[config.mk]
export PLATFORM = sky130hd
export DESIGN_NAME = ioport_decoder
export DESIGN_NICKNAME = d
export VERILOG_FILES = /design/src/rtl/iodec_pkg.sv /design/src/rtl/iodec_base_match.sv /design/src/rtl/iodec_target.sv /design/src/rtl/iodec_onehot.sv /design/src/rtl/ioport_decoder.sv
export SDC_FILE = /design/constraint.sdc
export NUM_CORES = 1
export LEC_CHECK = 0
export CAP_MARGIN = 5
export CORE_MARGIN = 5
export CORE_UTILIZATION = 32
export DETAILED_ROUTE_END_ITERATION = 10
export PLACE_DENSITY_LB_ADDON = 0.3
export SETUP_SLACK_MARGIN = 0.05
export SLEW_MARGIN = 20
export SYNTH_ARGS = -nofsm -noshare
export SYNTH_HDL_FRONTEND = slang
export SYNTH_SLANG_ARGS = --single-unit
[constraint.sdc]
create_clock -name clk_i -period 0.8 [get_ports clk_i]
set_input_delay 0.2 -clock clk_i [delete_from_list [all_inputs] [get_ports clk_i]]
set_output_delay 0.2 -clock clk_i [all_outputs]
set_load 0.01 [all_outputs]
[src/rtl/iodec_pkg.sv]
package iodec_pkg;
  typedef enum logic [1:0] {
    TGT_NONE = 2'd0,
    TGT_CHAN = 2'd1,
    TGT_STAT = 2'd2
  } iodec_tgt_e;
endpackage

[src/rtl/iodec_base_match.sv]
module iodec_base_match #(
  parameter int unsigned HI_W = 10
) (
  input  logic [HI_W-1:0] addr_hi_i,
  input  logic [HI_W-1:0] sw_i,
  output logic            hit_o
);
  // switch on (1) demands address 0
  assign hit_o = (addr_hi_i == ~sw_i);
endmodule

[src/rtl/iodec_target.sv]
module iodec_target
  import iodec_pkg::*;
#(
  parameter int unsigned REG_W = 3
) (
  input  logic             hit_i,
  input  logic             rd_i,
  input  logic             wr_i,
  input  logic             stat_en_i,
  input  logic [REG_W-1:0] off_i,
  output iodec_tgt_e       tgt_o
);
  localparam logic [REG_W-1:0] StatOff = {REG_W{1'b1}};

  always_comb begin
    tgt_o = TGT_NONE;
    if (hit_i && (rd_i || wr_i)) begin
      if (stat_en_i && off_i == StatOff) tgt_o = TGT_STAT;
      else                               tgt_o = TGT_CHAN;
    end
  end
endmodule

[src/rtl/iodec_onehot.sv]
module iodec_onehot #(
  parameter int unsigned IDX_W = 3,
  localparam int unsigned N    = 1 << IDX_W
) (
  input  logic [IDX_W-1:0] idx_i,
  input  logic             en_i,
  output logic [N-1:0]     sel_o
);
  for (genvar g = 0; g < N; g++) begin : g_sel
    assign sel_o[g] = en_i && (idx_i == IDX_W'(g));
  end
endmodule

[src/rtl/ioport_decoder.sv]
module ioport_decoder
  import iodec_pkg::*;
#(
  parameter int unsigned ADDR_W = 16,
  parameter int unsigned CH_W   = 3,
  parameter int unsigned REG_W  = 3,
  localparam int unsigned LOW_W = CH_W + REG_W,
  localparam int unsigned SW_W  = ADDR_W - LOW_W,
  localparam int unsigned N_CH  = 1 << CH_W
) (
  input  logic              clk_i,
  input  logic              rst_ni,
  input  logic [ADDR_W-1:0] addr_i,
  input  logic              rd_i,
  input  logic              wr_i,
  input  logic [SW_W-1:0]   sw_i,
  input  logic              stat_en_i,
  output logic [N_CH-1:0]   ch_sel_o,
  output logic              stat_sel_o,
  output logic              stat_wr_o,
  output logic [REG_W-1:0]  reg_off_o
);
  logic            hit;
  iodec_tgt_e      tgt;
  logic [N_CH-1:0] ch_sel_d;

  iodec_base_match #(.HI_W(SW_W)) u_match (
    .addr_hi_i (addr_i[ADDR_W-1:LOW_W]),
    .sw_i      (sw_i),
    .hit_o     (hit)
  );

  iodec_target #(.REG_W(REG_W)) u_tgt (
    .hit_i     (hit),
    .rd_i      (rd_i),
    .wr_i      (wr_i),
    .stat_en_i (stat_en_i),
    .off_i     (addr_i[REG_W-1:0]),
    .tgt_o     (tgt)
  );

  iodec_onehot #(.IDX_W(CH_W)) u_onehot (
    .idx_i (addr_i[LOW_W-1:REG_W]),
    .en_i  (tgt == TGT_CHAN),
    .sel_o (ch_sel_d)
  );

  always_ff @(posedge clk_i or negedge rst_ni) begin
    if (!rst_ni) begin
      ch_sel_o   <= '0;
      stat_sel_o <= 1'b0;
      stat_wr_o  <= 1'b0;
      reg_off_o  <= '0;
    end else begin
      ch_sel_o   <= ch_sel_d;
      stat_sel_o <= (tgt == TGT_STAT);
      stat_wr_o  <= (tgt == TGT_STAT) && wr_i;
      reg_off_o  <= addr_i[REG_W-1:0];
    end
  end
endmodule

==> reports/qor.yml <==
status: "finished, violations left"
violations: "negative setup slack"
worst_path_largest_cell_delay_ns: 0.26
syn_area_um2: 592
worst_ep_required_time_ns: 0.99
swShare_pct: 30.7
tightest_slew_ns: 0.378
die_w_um: 53.0
via_count_of_the_first_global_routing_pass: 832
grt-ovfl-total: 0
cts_htree_levels: 1
pwr-share-clk_pct: 24.8
seq_power_share_pct: 39.7
final-setup-viol-count: 23
min_path_type: "input port to flop"
yosysSeqAreaShare_pct: 55.0
detail_route.first_pass.iterations: 4
placementRows: 15
drt_iter0_drc: 34
final_design_area_no_fill_um2: 1510
crit_slowest_cell: "nor4_4"
syn_to_final_growth_pct: 155
grt_antenna_before_repair: 0
num_io_pins: 44
intPower_mw: 1.16
timing.fmax_mhz: 978
timing.critical_path.to_type: "flop"
cp_cell_instances: "buf_8 > xor2_4 > o2111ai_4 > buf_4 > nor4_4"
fin_crit_ns: 1.02
p_leak_nw: 0.730
clk_pin_slew_ns: 0.09
synth.ff_latch_count: 13
placeableCoreArea_um2: 1750
power.switching_mw: 0.514
placedInstanceArea_um2: 1130
routed_length_per_instance_um: 21.6
synth.avg_cell_area_um2: 12.3
start_util_pct: 33.9
power.density_nw_per_um2: 1110
finalCoreUtilization_pct: 86.4
place.detailed.hpwl_um: 1280
grtUsageTotal_pct: 22.1
synth.lib_cells_used.distinct: 12
worstSetupStartpointType: "input port"
critPathArrivalTime_ns: 1.22
maximum_number_of_pins_on_one_net_before_global_route_repair: 14
critical_path.max_fanout: 5
timing_worst_setup_path_type: "input port to flop"
final_number_of_hold_violating_endpoints: 0
number_of_max_slew_violations_in_the_final_report: 0
numClockSinks: 13
grt_setup_unrepaired: "true"
tritoncts: "yes"
wire_length_of_the_first_global_routing_pass_um: 4270
drt_wl_total_um: 3110
place_congestion: 0.755
post-route-worst-setup-slack_ns: -0.222
die_h_um: 53.0
maxCapViolations: 0
min_period_over_period_pct: 128
timing.hold.ws_ns: 0.0432
ir_drop_v: 0.000770
worst_slew_margin_rel_pct: 74.7
via_count: 789
detail_route.vias_per_cell: 5.48
ratio_of_cells_with_drive_above_1_in_the_final_layout_pct: 71.4
clock_tree.buffer_depth: 2
ant_nets: 0
hold_path_depth: 1
drt_drc_violations_left: 0
mappedNetlistNets: 79
syn_inst: 48
buffer_ports.inserted: 43
final_nets: 151
dp_slack_ns: -0.804
cts_root_buffer: "clkbuf_4"
n_antenna_cell: 0
synth-warning-count: 0
area_enclosed_by_the_die_boundary_um2: 2810
tritoncts.num_buffers: 3
power.share.combinational_pct: 35.4
postCtsHoldBufs: 0
## critical path, delay by kind of cell
family	cells	cell delay (ns)
buffers and inverters	2	0.30
AND/OR/NAND/NOR	1	0.26
XOR/XNOR	1	0.23
AO/OA/AOI/OAI	1	0.21
## routing by layer
layer,track usage (%),share of wire (%)
met1,23.7,36
met2,41.1,53
met3,4.79,8.3
met4,8.94,2.7
met5,0,0
## worst paths after layout
path	start	end
setup / recovery	sw_i[1]	ch_sel_o[0]$_DFF_PN0_
hold / removal	addr_i[0]	reg_off_o[0]$_DFF_PN0_
max in group asynchronous	rst_ni	ch_sel_o[4]$_DFF_PN0_
min in group asynchronous	rst_ni	ch_sel_o[0]$_DFF_PN0_
## kinds of logic (layout without fill, tap and decap cells)
logic type	Yosys count	in the layout	share of synthesized area, %
flip-flops	13	13	55.0
AND/OR/NAND/NOR	24	24	27.7
buffers and inverters	0	70	0
AO/OA/AOI/OAI	1	2	2.54
XOR/XNOR	10	10	14.8
## synth_stat cells
master,number,area (um2)
dfrtp_1,13,325
nand3_1,2,10.0
nand2_1,1,3.75
xor2_1,10,87.6
nor2_1,1,3.75
nand4_1,3,18.8
o2111ai_2,1,15.0
nand3b_1,1,7.51
or4b_1,2,20.0
nand4b_1,3,26.3
nor4_1,10,62.6
and4_4,1,11.3
## timing repair
item / in CTS / in global routing
setup buffers: 7 / 6
setup endpoints to repair: 23 / 23
gates cloned: 3 / 0
gates resized for setup: 207 / 18
pin swaps: 26 / 15
## sequential cells by signal, summed over array words and instances, names as in the netlist
| register | flops |
|---|---|
| ch_sel_o | 8 |
| stat_sel_o | 1 |
| reg_off_o | 3 |
| stat_wr_o | 1 |
## placed cells by master (no fill, tap or decap), drive strengths merged
cell,instances
nand3b,1
nor4,10
or4b,2
nand3,2
and4,1
clkdlybuf4s50,1
nand4,3
dfrtp,13
xor2,10
clkdlybuf4s15,4
o2111ai,2
nand2,1
nor2,1
clkbuf,5
buf,60
nand4b,3
## final cells by class
| cell class | instances | area, um2 |
|---|---|---|
| Tap cell | 25 | 31.3 |
| Multi-Input combinational cell | 36 | 527 |
| Fill cell | 93 | 238 |
| Sequential cell | 13 | 325 |
| Timing Repair Buffer | 66 | 598 |
| Clock buffer | 4 | 26.3 |
## power by group through the flow
stage	sequential [mW]	clock (mW)	combinational (mW)
final	0.667	0.416	0.594
after global routing	0.667	0.460	0.616
after CTS	0.666	0.411	0.474
after detailed placement	0.680	0	0.334
after global placement	0.679	0	0.327
after floorplan	0.684	0	0.0791
## stage by stage
stage | power, mW | cells | TNS (ns)
3_3_place_gp | 1.01 | 124 | -10.09
5_1_grt | 1.74 | 144 | -4.87
4_1_cts | 1.55 | 138 | -3.25
2_1_floorplan | 0.763 | 48 | -1.90
3_5_place_dp | 1.01 | 124 | -10.49
6_report | 1.68 | 144 | -4.12
Note: power is estimated with default switching activity, not from simulation.
